File: src/rtl/lcd_blink_pkg.sv
// Package: shared encodings for the LCD blink timing generator.
// Assumes a two-bit rate code and a two-bit backplane count code.
package lcd_blink_pkg;

    typedef enum logic [1:0] {
        RATE_OFF  = 2'b00,
        RATE_DIV1 = 2'b01,
        RATE_DIV2 = 2'b10,
        RATE_DIV4 = 2'b11
    } blink_rate_e;

    typedef enum logic [1:0] {
        MUX_STATIC = 2'b00,
        MUX_TWO    = 2'b01,
        MUX_THREE  = 2'b10,
        MUX_FOUR   = 2'b11
    } mux_sel_e;

    // Full blink period in ticks for a rate code; base is the fastest period.
    function automatic int unsigned rate_period(input logic [1:0] code, input int unsigned base);
        if (code == RATE_OFF) return 0;
        return base << (int'(code) - 1);
    endfunction

endpackage

File: src/rtl/blink_divider.sv
// Module: tick counter that wraps at a supplied terminal value.
// Assumes 'last' is stable while counting; 'clear' has priority over 'adv'.
module blink_divider #(
    parameter int unsigned CNT_W = 12
) (
    input  logic             clk,
    input  logic             rst_n,
    input  logic             clear,
    input  logic             adv,
    input  logic [CNT_W-1:0] last,
    output logic [CNT_W-1:0] cnt
);

    // Count enabled ticks, wrap after 'last', restart on clear or reset.
    always_ff @(posedge clk) begin
        if (!rst_n) begin
            cnt <= '0;
        end else if (clear) begin
            cnt <= '0;
        end else if (adv) begin
            cnt <= (cnt == last) ? '0 : cnt + 1'b1;
        end
    end

endmodule

File: src/rtl/blink_phase_sel.sv
// Module: per-rate terminal and half-period table, and phase decode.
// Assumes rate code 00 means blinking off; each other code doubles the period.
module blink_phase_sel
    import lcd_blink_pkg::*;
#(
    parameter int unsigned BASE_DIV = 768,
    parameter int unsigned CNT_W    = 12
) (
    input  logic [1:0]       code,
    input  logic [CNT_W-1:0] cnt,
    output logic [CNT_W-1:0] last,
    output logic             phase
);

    logic [CNT_W-1:0] last_tab [4];
    logic [CNT_W-1:0] half_tab [4];

    assign last_tab[0] = '0;
    assign half_tab[0] = '0;

    // One table entry per rate code, derived from the base period.
    generate
        for (genvar r = 1; r < 4; r++) begin : g_rate
            localparam int unsigned PER = rate_period(2'(r), BASE_DIV);
            assign last_tab[r] = CNT_W'(PER - 1);
            assign half_tab[r] = CNT_W'(PER / 2);
        end
    endgenerate

    // Select the terminal count and decode the square-wave phase.
    always_comb begin
        last  = last_tab[code];
        phase = (code != RATE_OFF) && (cnt >= half_tab[code]);
    end

endmodule

File: src/rtl/blink_output_map.sv
// Module: maps the blink phase to blanking or bank inversion.
// Assumes bank alternation is only meaningful with one or two backplanes.
module blink_output_map
    import lcd_blink_pkg::*;
(
    input  logic       enable,
    input  logic       phase,
    input  logic       alt_mode,
    input  logic [1:0] mux_mode,
    output logic       blank,
    output logic       bank_flip
);

    logic alt_ok;

    // Decide the effective mode, then drive exactly one of the two outputs.
    always_comb begin
        alt_ok    = alt_mode && ((mux_mode == MUX_STATIC) || (mux_mode == MUX_TWO));
        blank     = enable && !phase && !alt_ok;
        bank_flip = enable &&  phase &&  alt_ok;
    end

endmodule

File: src/rtl/lcd_blink_gen.sv
// Module: LCD blink timing generator top.
// Divides enabled ticks by 768/1536/3072 (default base) to form a blink phase,
// then blanks the segments or flips the bank. Assumes synchronous active-low reset.
module lcd_blink_gen
    import lcd_blink_pkg::*;
#(
    parameter int unsigned BASE_DIV = 768
) (
    input  logic       clk,
    input  logic       rst_n,
    input  logic       tick,
    input  logic [1:0] freq_code,
    input  logic       alt_mode,
    input  logic [1:0] mux_mode,
    output logic       blank,
    output logic       bank_flip
);

    localparam int unsigned MAX_PERIOD = BASE_DIV * 4;
    localparam int unsigned CNT_W      = $clog2(MAX_PERIOD);

    logic [1:0]       code_q;
    logic [CNT_W-1:0] cnt;
    logic [CNT_W-1:0] last;
    logic             phase;
    logic             code_chg;
    logic             adv;

    // Register the rate code so a change is seen for one cycle.
    always_ff @(posedge clk) begin
        if (!rst_n) code_q <= RATE_OFF;
        else        code_q <= freq_code;
    end

    assign code_chg = (freq_code != code_q);
    assign adv      = tick && (code_q != RATE_OFF);

    blink_divider #(.CNT_W(CNT_W)) u_div (
        .clk   (clk),
        .rst_n (rst_n),
        .clear (code_chg),
        .adv   (adv),
        .last  (last),
        .cnt   (cnt)
    );

    blink_phase_sel #(.BASE_DIV(BASE_DIV), .CNT_W(CNT_W)) u_phase (
        .code  (code_q),
        .cnt   (cnt),
        .last  (last),
        .phase (phase)
    );

    blink_output_map u_map (
        .enable    (code_q != RATE_OFF),
        .phase     (phase),
        .alt_mode  (alt_mode),
        .mux_mode  (mux_mode),
        .blank     (blank),
        .bank_flip (bank_flip)
    );

endmodule

File: config.mk
export PLATFORM = sky130hd
export DESIGN_NAME = lcd_blink_gen
export DESIGN_NICKNAME = d
export VERILOG_FILES = /design/src/rtl/lcd_blink_pkg.sv /design/src/rtl/blink_divider.sv /design/src/rtl/blink_phase_sel.sv /design/src/rtl/blink_output_map.sv /design/src/rtl/lcd_blink_gen.sv
export SDC_FILE = /design/constraint.sdc
export NUM_CORES = 1
export LEC_CHECK = 0
export BUFFER_PORTS_ARGS = -buffer_cell sky130_fd_sc_hd__buf_4
export CORE_MARGIN = 3
export CORE_UTILIZATION = 45
export DETAILED_ROUTE_END_ITERATION = 12
export MAX_ROUTING_LAYER = met4
export PLACE_DENSITY_LB_ADDON = 0.1
export SYNTH_ARGS = -nofsm -noshare
export SYNTH_HDL_FRONTEND = slang
export SYNTH_HIERARCHICAL = 1
export SYNTH_SLANG_ARGS = --single-unit
export TNS_END_PERCENT = 10
File: constraint.sdc
create_clock -name clk -period 1.94 [get_ports clk]
set_input_delay 0.485 -clock clk [delete_from_list [all_inputs] [get_ports clk]]
set_output_delay 0.485 -clock clk [all_outputs]
set_load 0.05 [all_outputs]
[Word level (Yosys, flattened, before mapping)]
Cells that the tools add are included.
Storage, ports and cells
  flip-flop bits (word level): 14
  word-level logic and storage cells: 30
Operators by class
  reduce and logical (&&, ||, !) cells: 13
  magnitude comparators: 2
  $add $sub $neg: 1
  eq/ne operators: 3
  multiplexer cells: 7
  bitwise operators: 2
Operator list (count)
  12-bit 2-to-1 mux: 5
  12-bit binary-select mux with 2-bit select: 2
  12-bit by 1-bit adder with 12-bit output (second input constant): 1
  12-bit == test: 1
  12-bit >= comparator: 1
  1-bit logical AND: 7
  3-bit >= comparator (second input constant): 1
  2-bit inverter with 3-bit output: 1
  2-bit by 1-bit == test with 1-bit output (second input constant): 1
  1-bit logical NOT: 2
  2-bit logical NOT: 1
  2-bit != test: 1
  2-bit nonzero test: 1
  2-bit OR reduction: 1
  1-bit logical OR: 1
  1-bit inverter: 1

[Longest topological paths before layout]
Gate-level depths: netlist (run 1).
  depth in word-level cells: 9
  gate-level depth with buffers: 9
  mapped depth without buffers: 8

[Modules after synthesis]
Netlist (run 1), hierarchy kept.
Modules (own cells, without submodules)
  blink_divider: instances 1, cells each 81, area each 777.0 um^2
  blink_phase_sel: instances 1, cells each 31, area each 259.0 um^2
  lcd_blink_gen: instances 1, cells each 9, area each 91.3 um^2
  blink_output_map: instances 1, cells each 3, area each 32.5 um^2

[Least setup slack after synthesis (run 1)]
No wires, ideal clock.
  path kind: register -> output
  start: register code_q[1]
  end: output blank
  data required time: 1.455 ns
  setup slack: -0.668 ns
  cell stages (with the launch flop): 9
  arrival time: 2.123 ns
  cell sequence: dfxtp_1 inv_1 ha_1 inv_1 ha_1 a21o_1 a211oi_1 o22ai_1 nor3b_2
On the way
  word-level cells in the longest chain between the ends: 9
  elaborated cells between the ends (all ways): 10
  those cells by class: order compare (1); mux (3); bitwise (1); reduce/logical (5)
RTL lines
  from (decl): line lcd_blink_gen.sv:22  | logic [1:0] code_q;
  from (signal assigned): line lcd_blink_gen.sv:32  | else code_q <= freq_code;
  2-bit inverter with 3-bit output (not written as such): line blink_phase_sel.sv:33  | phase = (code != RATE_OFF) && (cnt >= half_tab[code]);
  12-bit binary-select mux with 2-bit select: line blink_phase_sel.sv:33
  12-bit 2-to-1 mux (not written as such) (2 in series): line blink_phase_sel.sv:33
  12-bit >= comparator: line blink_phase_sel.sv:33
  1-bit logical AND *: line blink_phase_sel.sv:33
  named net phase: line lcd_blink_gen.sv:25  | logic phase;
  1-bit logical NOT *: line blink_output_map.sv:19  | blank = enable && !phase && !alt_ok;
  1-bit logical AND * (2 in series): line blink_output_map.sv:19
  to (decl): line lcd_blink_gen.sv:15  | output logic blank,
The timed path passes the listed nets; every way through them passes the cells marked *. The select of a mux whose other input is x is not followed.

[Worst setup path in the final report (run 1)]
  start: register code_q[0]
  end: output bank_flip
On the way
  word-level cells in the longest chain between the ends: 8
  elaborated cells between the ends (all ways): 9
  those cells by class: order compare (1); mux (3); bitwise (1); reduce/logical (4)
RTL lines
  2-bit inverter with 3-bit output (not written as such): line blink_phase_sel.sv:33
  12-bit binary-select mux with 2-bit select: line blink_phase_sel.sv:33
  12-bit 2-to-1 mux (not written as such) (2 in series): line blink_phase_sel.sv:33
  12-bit >= comparator: line blink_phase_sel.sv:33
  1-bit logical AND *: line blink_phase_sel.sv:33
  named net phase: line lcd_blink_gen.sv:25
  1-bit logical AND * (2 in series): line blink_output_map.sv:20  | bank_flip = enable && phase && alt_ok;
  to (decl): line lcd_blink_gen.sv:16  | output logic bank_flip
Marks and branches as above.

==> flow_summary_export.csv, run 1 <==
group,metric,value,unit
pwr,peakVddDrop,0.399,mV
drt,wirelength,2.57,mm
clock_network,cts_buffers,3,
sta,slew_headroom,78.5,%
sta,setup_slack,-0.614,ns
floorplanning,initial_utilization,50.0,%
sta,max_freq,392,MHz
critical_path,slowest_delay,0.38,ns
clock_network,clk_pin_slew,0.08,ns
critical_path,path_cells,"inv_4 > ha_4 > inv_2 > ha_4 > nor2b_1 > nand4_1 > o22ai_2 > and3_4 > buf_8",
status,outcome,"complete, but fails checks",
sta,finalHoldViolCount,0,
critical_path,start_kind,"register",
global_routing,grt_use_total,17.7,%
pwr,leakagePower,0.515,nW
synthesis,async_reset_ff_share,0,%
critical_path,rr_endpoint,"u_div/cnt[6]",
place,numPortBuffers,8,
drt,wl_per_cell,15.0,um
synthesis,syn_inst,124,
cells_and_area,antenna_cells,0,
clock_network,cts_hold_buf,0,
place,place_area,1360,sq um
sta,holdWs,0.413,ns
place,place_congestion,0.903,
cells_and_area,layout.nets,162,
synthesis,synth_area_per_cell,9.35,sq um
global_routing,grt_antenna_before_repair,0,
clock_network,root_buffer,"clkbuf_4",
synthesis,synth-seq-area-share,24.2,%
critical_path,r2r_start,"code_q[0]",
synthesis,syn_area,1160,sq um
floorplanning,die_y,56.8,um
pwr,power.density,415,nW/um^2
min_path,min_to,"code_q[0]",
synthesis,synth_edf_count,0,
pwr,power,613,uW
drt,drt_iter0_drc,16,
critical_path,cp-end-kind,"output pin",
critical_path,cp.arrival,2.07,ns
sta,post-route-min-period,2.55,ns
place,dp_hpwl,1.95,mm
clock_network,clkSinkCount,14,
synthesis,yosysUniqueCellTypes,37,
drt,final_antenna_net_count,0,
sta,min_period_over_period,132,%
floorplanning,die_w,56.8,um
critical_path,path_buf_inv,3,
critical_path,cp_slowest_cell,"dfxtp_4",
critical_path,crit_type,"register to output pin",
synthesis,synth_seq_cells,14,
critical_path,cpMostUsedCell,"ha_4",
global_routing,grt_max_degree,12,
critical_path,ff2ff_setup_slack,0.09,ns
synthesis,ys_warn_count,6,
cells_and_area,final_common_cell,"buf_4",
sta,slew_violations,0,
floorplanning,io-pin-count,10,
critical_path,required,1.45,ns
sta,rsz0062_at_grt,"yes",
synthesis,syn-num-nets,141,
drt,via_per_inst,5.30,
sta,fin_skew,0.00190,ns
cells_and_area,areaGrowthSynthToFinish,27.4,%
critical_path,crit_family,"adder cells",
cells_and_area,final_cell_area,1480,sq um
global_routing,grt_pass1_vias,900,
clock_network,tritoncts,"built",
clock_network,clockBufferDepth,2,
min_path,min_delay_path_depth,2,
drt,drc,0,
sta,worstMarginPinSlew,0.320,ns
min_path,hold_path_class,"input port to register",
floorplanning,die_area,3220,sq um
global_routing,grt_pass1_wl,4.35,mm
critical_path,critPathMaxFanout,4,
min_path,min-delay-start,"freq_code[0]",
global_routing,gr-total-overflow,0,
critical_path,rr_worst_depth,9,
cells_and_area,drive_gt1_share,46.5,%
cells_and_area,mostFrequentLayoutCells,"25 x buf_4, 20 x xnor2_1, 12 x dfxtp_1",
clock_network,htree_levels,1,
status,violations,"negative setup slack",
drt,first_pass_iters,4,
sta,finalSetupViolations,2,
floorplanning,placementRows,17,
cells_and_area,fillCellCount,196,
synthesis,synth_ff_type,"dfxtp_1",
flow_run,maxCapViolCount,0,
floorplanning,core-area,2320,sq um
drt,vias,912,
clock_network,clkLatencyLatePin,0.28,ns
synth_stat cells, types with 2 or more instances:
library cell | count | area, sq um
nand3_1 | 3 | 15.0
a211oi_1 | 2 | 15.0
nor4_2 | 2 | 25.0
nor3_1 | 3 | 15.0
nor3_2 | 10 | 100
nand2_1 | 6 | 22.5
and2_1 | 2 | 12.5
nand4_1 | 8 | 50.1
xnor2_1 | 20 | 175
ha_1 | 9 | 113
dfxtp_1 | 14 | 280
inv_1 | 8 | 30.0
xor2_1 | 3 | 26.3
buf_4 | 9 | 67.6
o21ai_0 | 2 | 10.0
buf_6 | 2 | 22.5
sequential cells by signal, summed over array words and instances, names as in the netlist:
signal and cells:
u_div/cnt 12, code_q 2
what timing repair did:
| item | CTS | global route |
|---|---|---|
| cloned | 0 | 0 |
| resized for setup | 6 | 9 |
| endpoints found under the setup margin | 2 | 13 |
| pin swaps | 5 | 8 |
| buffers inserted | 1 | 0 |
layout make-up:
cell class	instances	area [sq um]	share of cell area, %
Clock buffer	4	26.3	1.78
Inverter	8	35.0	2.37
Multi-Input combinational cell	89	857	58.0
Sequential cell	14	288	19.5
Tap cell	28	35.0	2.37
Timing Repair Buffer	29	236	16.0
worst max-delay path by stage:
stage	from	to	cells past startpoint
after global routing	code_q[0]	blank	9
after global placement	code_q[0]	bank_flip	9
after detailed placement	code_q[1]	bank_flip	8
after floorplan	code_q[0]	blank	8
final	code_q[0]	bank_flip	9
after CTS	code_q[0]	bank_flip	9
through the flow:
| step | setup WS (ns) | setup TNS (ns) | instances | utilization [%] |
|---|---|---|---|---|
| 6_report | -0.614 | -1.20 | 172 | 63.7 |
| 5_1_grt | -0.678 | -1.55 | 172 | 63.7 |
| 4_1_cts | -0.608 | -1.21 | 172 | 61.3 |
| 3_3_place_gp | -0.298 | -0.569 | 167 | 58.7 |
| 3_5_place_dp | -0.367 | -0.689 | 167 | 58.7 |
| 2_1_floorplan | -0.322 | -0.586 | 124 | - |
where the power goes:
part	total (mW)	internal, mW	switching [mW]	leakage (nW)
logic	0.141	0.0717	0.0690	0.386
clock network	0.180	0.0800	0.0998	0.0150
registers	0.292	0.289	0.00331	0.114
total	0.613	0.440	0.172	0.515
routing by layer:
layer / GRT usage [%] / up-vias / part of all wire, %
li1: - / 459 / -
met2: 27.4 / 15 / 47
met3: 2.07 / 4 / 3.0
met4: 6.95 / 0 / 1.7
met1: 23.4 / 434 / 48
met5: - / - / 0
kinds of logic after synthesis:
group	synth area share, %
and+or+nand+nor	32.4
xor gates and xnor gates	17.4
DFF	24.2
muxes	0.863
buffers and inverters	11.1
adders and majority gates	9.71
AOI/OAI and AO/OA	4.42
No activity file was read; power rests on OpenSTA's default activity.
==> run 2: changes to the inputs <==
- CORE_UTILIZATION: 45 -> 30
- MAX_ROUTING_LAYER: met4 -> default
==> run 2 against run 1 <==
The run still ends with negative setup slack left. Critical path depth is 1 lower. Via count is 0.55% lower. Routed wire length is 2.4% lower. Global-route usage is 5.1 points lower. Count of clock-buffer cells in the layout is 1 lower. Worst hold slack better by 0.040 ns. Register-to-register slack better by 0.02 ns. Sequential power hardly changed. First-iteration DRC count is 110% higher. Final cell count is 12% higher. Largest cell class unchanged. Largest power group unchanged.
==> flow_summary_export.csv, run 2 (synthesized netlist as in run 1, its figures left out) <==
group,metric,value,unit
cells_and_area,drive_gt1_share,46.3,%
critical_path,crit_type,"register to output pin",
drt,via_per_inst,4.70,
place,numPortBuffers,8,
place,dp_hpwl,1.97,mm
clock_network,clk_pin_slew,0.06,ns
floorplanning,io-pin-count,10,
floorplanning,initial_utilization,32.9,%
critical_path,critPathMaxFanout,3,
pwr,p_int,503,uW
place,preCtsSetupSlack,-0.338,ns
sta,finalSetupViolations,2,
cells_and_area,mostFrequentLayoutCells,"29 x buf_4, 20 x xnor2_1, 12 x dfxtp_1",
cells_and_area,regArea,288,sq um
status,violations,"negative setup slack",
pwr,seq_power_share,42.5,%
sta,holdWs,0.452,ns
pwr,power.share.clock,36.7,%
floorplanning,core-area,3520,sq um
cells_and_area,fillCellCount,381,
critical_path,cp.arrival,1.99,ns
critical_path,path_cells,"inv_4 > ha_2 > ha_4 > nor4b_4 > a21boi_2 > o22ai_2 > and3_4 > buf_8",
sta,finalSetupTns,-1.07,ns
place,place_area,1400,sq um
sta,finalHoldViolCount,0,
critical_path,crit_cells,8,
critical_path,path_buf_inv,2,
global_routing,grt_pass1_wl,4.37,mm
cells_and_area,final_common_cell,"buf_4",
critical_path,cp_slowest_cell,"dfxtp_4",
drt,wl_per_cell,13.0,um
floorplanning,placementRows,21,
cells_and_area,multi_input_area,833,sq um
sta,min_period_over_period,128,%
sta,max_freq,404,MHz
clock_network,htree_levels,1,
min_path,min_delay_path_depth,2,
clock_network,clkSinkCount,14,
pwr,power_frac_comb,20.7,%
clock_network,tritoncts,"built",
pwr,p_sw_share,26.8,%
sta,fin_skew,0.00389,ns
critical_path,rr_worst_depth,10,
pwr,power.net_switching,184,uW
cells_and_area,antenna_cells,0,
pwr,peakVddDrop,0.345,mV
global_routing,grt_use_total,12.6,%
cells_and_area,layout.nets,165,
cells_and_area,largest_register,"u_div/cnt",
drt,wirelength,2.51,mm
clock_network,clockBufferDepth,2,
floorplanning,die_w,68.2,um
sta,slew_headroom,74.3,%
critical_path,required,1.45,ns
pwr,power.density,454,nW/um^2
pwr,power,688,uW
drt,drt_iter0_drc,33,
global_routing,gr-total-overflow,0,
clock_network,cts_buffers,3,
global_routing,grt_pass1_vias,897,
status,outcome,"complete, but fails checks",
floorplanning,die_area,4650,sq um
sta,slew_violations,0,
sta,setup_slack,-0.537,ns
global_routing,grt_max_degree,9,
cells_and_area,reg_top3,"u_div/cnt (12), code_q (2)",
drt,drc,0,
flow_run,maxCapViolCount,0,
drt,vias,907,
pwr,leakagePower,0.543,nW
cells_and_area,largest_register_ffs,12,
floorplanning,die_y,68.2,um
place,place_congestion,0.840,
clock_network,root_buffer,"clkbuf_8",
critical_path,slowest_delay,0.35,ns
min_path,hold_path_class,"input port to register",
clock_network,clkLatencyLatePin,0.25,ns
sta,worstMarginPinSlew,0.382,ns
sta,rsz0062_at_grt,"yes",
critical_path,start_kind,"register",
cells_and_area,areaGrowthSynthToFinish,30.5,%
sta,post-route-min-period,2.48,ns
drt,first_pass_iters,4,
critical_path,cp-end-kind,"output pin",
drt,final_antenna_net_count,0,
global_routing,grt_antenna_before_repair,0,
critical_path,crit_family,"simple AND/OR/NAND/NOR gates",
cells_and_area,final_cell_area,1510,sq um
-- run 2: worst register-to-register path: stages, from the launching register on --
cell      delay (ns)
dfxtp_4         0.37
inv_4           0.04
buf_4           0.12
buf_4           0.12
buf_4           0.12
ha_1            0.20
xnor2_1         0.13
nand4_1         0.15
nor4_4          0.21
buf_4           0.20
nor4bb_1        0.06
-- run 2: what timing repair did --
| item | 4_1_cts | 5_1_grt |
|---|---|---|
| hold buffers | 0 | 0 |
| gates resized for setup | 5 | 6 |
| setup endpoints to repair | 2 | 3 |
| pin swaps | 5 | 6 |
| buffers inserted | 1 | 1 |
-- run 2: metrics by stage --
stage | util (%) | std cells
floorplan | - | 124
global placement | 39.7 | 187
detailed placement | 39.7 | 187
CTS | 41.7 | 192
global route | 43.0 | 193
finish | 43.0 | 193
-- run 2: path summary, 6_finish.rpt --
path                     start            end  slack (ns)
setup reg to reg     code_q[0]  u_div/cnt[11]        0.11
hold / removal           rst_n      code_q[1]        0.45
setup / recovery     code_q[1]      bank_flip       -0.54
hold reg to reg   u_div/cnt[7]   u_div/cnt[7]        0.68
-- run 2: final cells by class --
class / count / share of cell area [%]
clock buffer: 3 / 2.73
tap: 46 / 3.80
multi-input combinational: 89 / 55.0
inverter: 8 / 2.31
sequential: 14 / 19.0
timing repair buffer: 32 / 16.9
clock inverter: 1 / 0.248
-- run 2: power by group through the flow --
stage	logic, mW	clock network (mW)	registers [mW]
2_1_floorplan	0.108	0	0.301
3_3_place_gp	0.130	0	0.299
3_5_place_dp	0.131	0	0.299
4_1_cts	0.137	0.264	0.292
5_1_grt	0.156	0.281	0.293
6_report	0.143	0.253	0.293
-- run 2: layer usage --
| metal | global-route usage, % | part of all wire, % |
|---|---|---|
| met4 | 3.72 | 0.52 |
| met5 | 0 | 0 |
| met3 | 2.96 | 3.8 |
| met1 | 18.3 | 51 |
| met2 | 18.2 | 45 |
==> run 3: changes to the inputs <==
- CORE_ASPECT_RATIO: default -> 1.2
==> run 3 against run 2 <==
The run still ends with negative setup slack left. Flip-flop and latch count did not move. Highest routed layer unchanged. Clock power fell by 2%. Count of clock-buffer cells in the layout did not move. Register-to-register slack improved by 0.02 ns. Routed wire length rose by 0.24%. Clock skew barely moved. Critical endpoint unchanged. Sequential share of layout area barely moved. Die area barely moved. Worst hold slack improved by 0.0018 ns.
==> flow_summary_export.csv, run 3 (synthesized netlist as in run 1, its figures left out) <==
group,metric,value,unit
floorplanning,die_w,62.8,um
global_routing,grt_pass1_wl,4.30,mm
drt,vias,928,
cells_and_area,reg_top3,"u_div/cnt (12), code_q (2)",
status,violations,"negative setup slack",
place,dp_hpwl,2.04,mm
drt,via_per_inst,4.66,
floorplanning,die_y,74.1,um
clock_network,htree_levels,1,
pwr,power.density,451,nW/um^2
sta,fin_skew,0.00421,ns
sta,min_period_over_period,127,%
cells_and_area,antenna_cells,0,
global_routing,grt_pass1_vias,953,
drt,final_antenna_net_count,0,
sta,finalHoldViolCount,0,
cells_and_area,largest_register_ffs,12,
floorplanning,placementRows,24,
critical_path,start_kind,"register",
sta,slew_headroom,78.5,%
critical_path,cp-end-kind,"output pin",
drt,drc,0,
critical_path,path_buf_inv,3,
place,numPortBuffers,8,
global_routing,grt_max_degree,9,
sta,setup_slack,-0.523,ns
drt,wl_per_cell,12.7,um
critical_path,crit_family,"adder cells",
critical_path,r2r_start,"code_q[0]",
sta,worstMarginPinSlew,0.320,ns
cells_and_area,layout.nets,165,
clock_network,clk_pin_slew,0.06,ns
critical_path,critPathCapture,"bank_flip",
critical_path,rr_endpoint,"u_div/cnt[6]",
critical_path,rr_worst_depth,9,
clock_network,clkLatencyLatePin,0.24,ns
clock_network,cts_hold_buf,0,
critical_path,slowest_delay,0.37,ns
critical_path,critPathMaxFanout,4,
critical_path,cp-startpoint,"code_q[0]",
cells_and_area,final_cell_area,1520,sq um
floorplanning,initial_utilization,31.7,%
floorplanning,core-area,3660,sq um
clock_network,clockBufferDepth,2,
global_routing,grt_use_total,11.9,%
floorplanning,die_area,4650,sq um
place,place_area,1410,sq um
cells_and_area,drive_gt1_share,46.3,%
floorplanning,io-pin-count,10,
clock_network,tritoncts,"built",
cells_and_area,final_common_cell,"buf_4",
critical_path,path_cells,"inv_4 > ha_4 > inv_2 > ha_4 > nor2b_1 > nand4_1 > o22ai_2 > and3_4 > buf_8",
cells_and_area,largest_register,"u_div/cnt",
flow_run,maxCapViolCount,0,
critical_path,cpMostUsedCell,"ha_4",
critical_path,required,1.45,ns
clock_network,root_buffer,"clkbuf_8",
global_routing,gr-total-overflow,0,
sta,slew_violations,0,
pwr,leakagePower,0.534,nW
min_path,hold_path_class,"input port to register",
critical_path,cp_slowest_cell,"dfxtp_4",
critical_path,ff2ff_setup_slack,0.13,ns
pwr,peakVddDrop,0.240,mV
drt,drt_iter0_drc,17,
clock_network,cts_buffers,3,
global_routing,grt_antenna_before_repair,0,
drt,first_pass_iters,4,
sta,post-route-min-period,2.46,ns
cells_and_area,mostFrequentLayoutCells,"28 x buf_4, 20 x xnor2_1, 12 x dfxtp_1",
cells_and_area,fin_util,41.4,%
drt,wirelength,2.52,mm
sta,rsz0062_at_grt,"yes",
critical_path,crit_cells,9,
place,place_congestion,0.831,
clock_network,clkSinkCount,14,
cells_and_area,areaGrowthSynthToFinish,30.9,%
sta,max_freq,406,MHz
critical_path,crit_type,"register to output pin",
sta,finalSetupViolations,2,
place,preCtsSetupSlack,-0.315,ns
status,outcome,"complete, but fails checks",
critical_path,cp.arrival,1.98,ns
run 3: final cells by class:
type                       instances  area [sq um]
sequential                        14           288
timing repair buffer              32           259
tap                               52          65.1
inverter                           8          35.0
multi-input combinational         89           826
fill                             382          2150
clock buffer                       3          41.3
clock inverter                     1          3.75
run 3: per-layer routing:
metal  part of all wire [%]  GRT usage, %  wire length, um  up-vias
met4                    1.6          5.88               40        0
met2                     49          20.4             1230       18
met3                    3.5          1.96               88        4
met1                     46          14.6             1160      432
met5                      0             0                0        -
li1                       -             -                -      474
run 3: what timing repair did:
item | in CTS | in global routing
endpoints found under the setup margin | 2 | 13
pin swaps | 6 | 5
gates resized for setup | 5 | 7
buffers inserted | 1 | 0
run 3: worst min path at each step:
stage | startpoint | to | slack [ns] | cells past startpoint
detailed placement | u_div/cnt[6] | u_div/cnt[6] | 0.66 | 3
floorplan | u_div/cnt[6] | u_div/cnt[6] | 0.52 | 2
finish | rst_n | code_q[1] | 0.45 | 2
global placement | u_div/cnt[6] | u_div/cnt[6] | 0.65 | 3
global route | freq_code[0] | code_q[0] | 0.45 | 2
CTS | rst_n | code_q[1] | 0.45 | 2
run 3: power breakdown:
group          internal [mW]  switching (mW)
clock network          0.140           0.109
registers              0.289         0.00318
logic                 0.0749          0.0679
total                  0.504           0.180
run 3: stage by stage:
step / hold WS, ns / cells / TNS [ns] / power, mW
finish: 0.454 / 199 / -1.03 / 0.684
global route: 0.449 / 199 / -1.22 / 0.721
CTS: 0.452 / 199 / -1.12 / 0.690
detailed placement: 0.659 / 194 / -0.596 / 0.434
global placement: 0.653 / 194 / -0.587 / 0.432
floorplan: 0.525 / 124 / -0.586 / 0.408
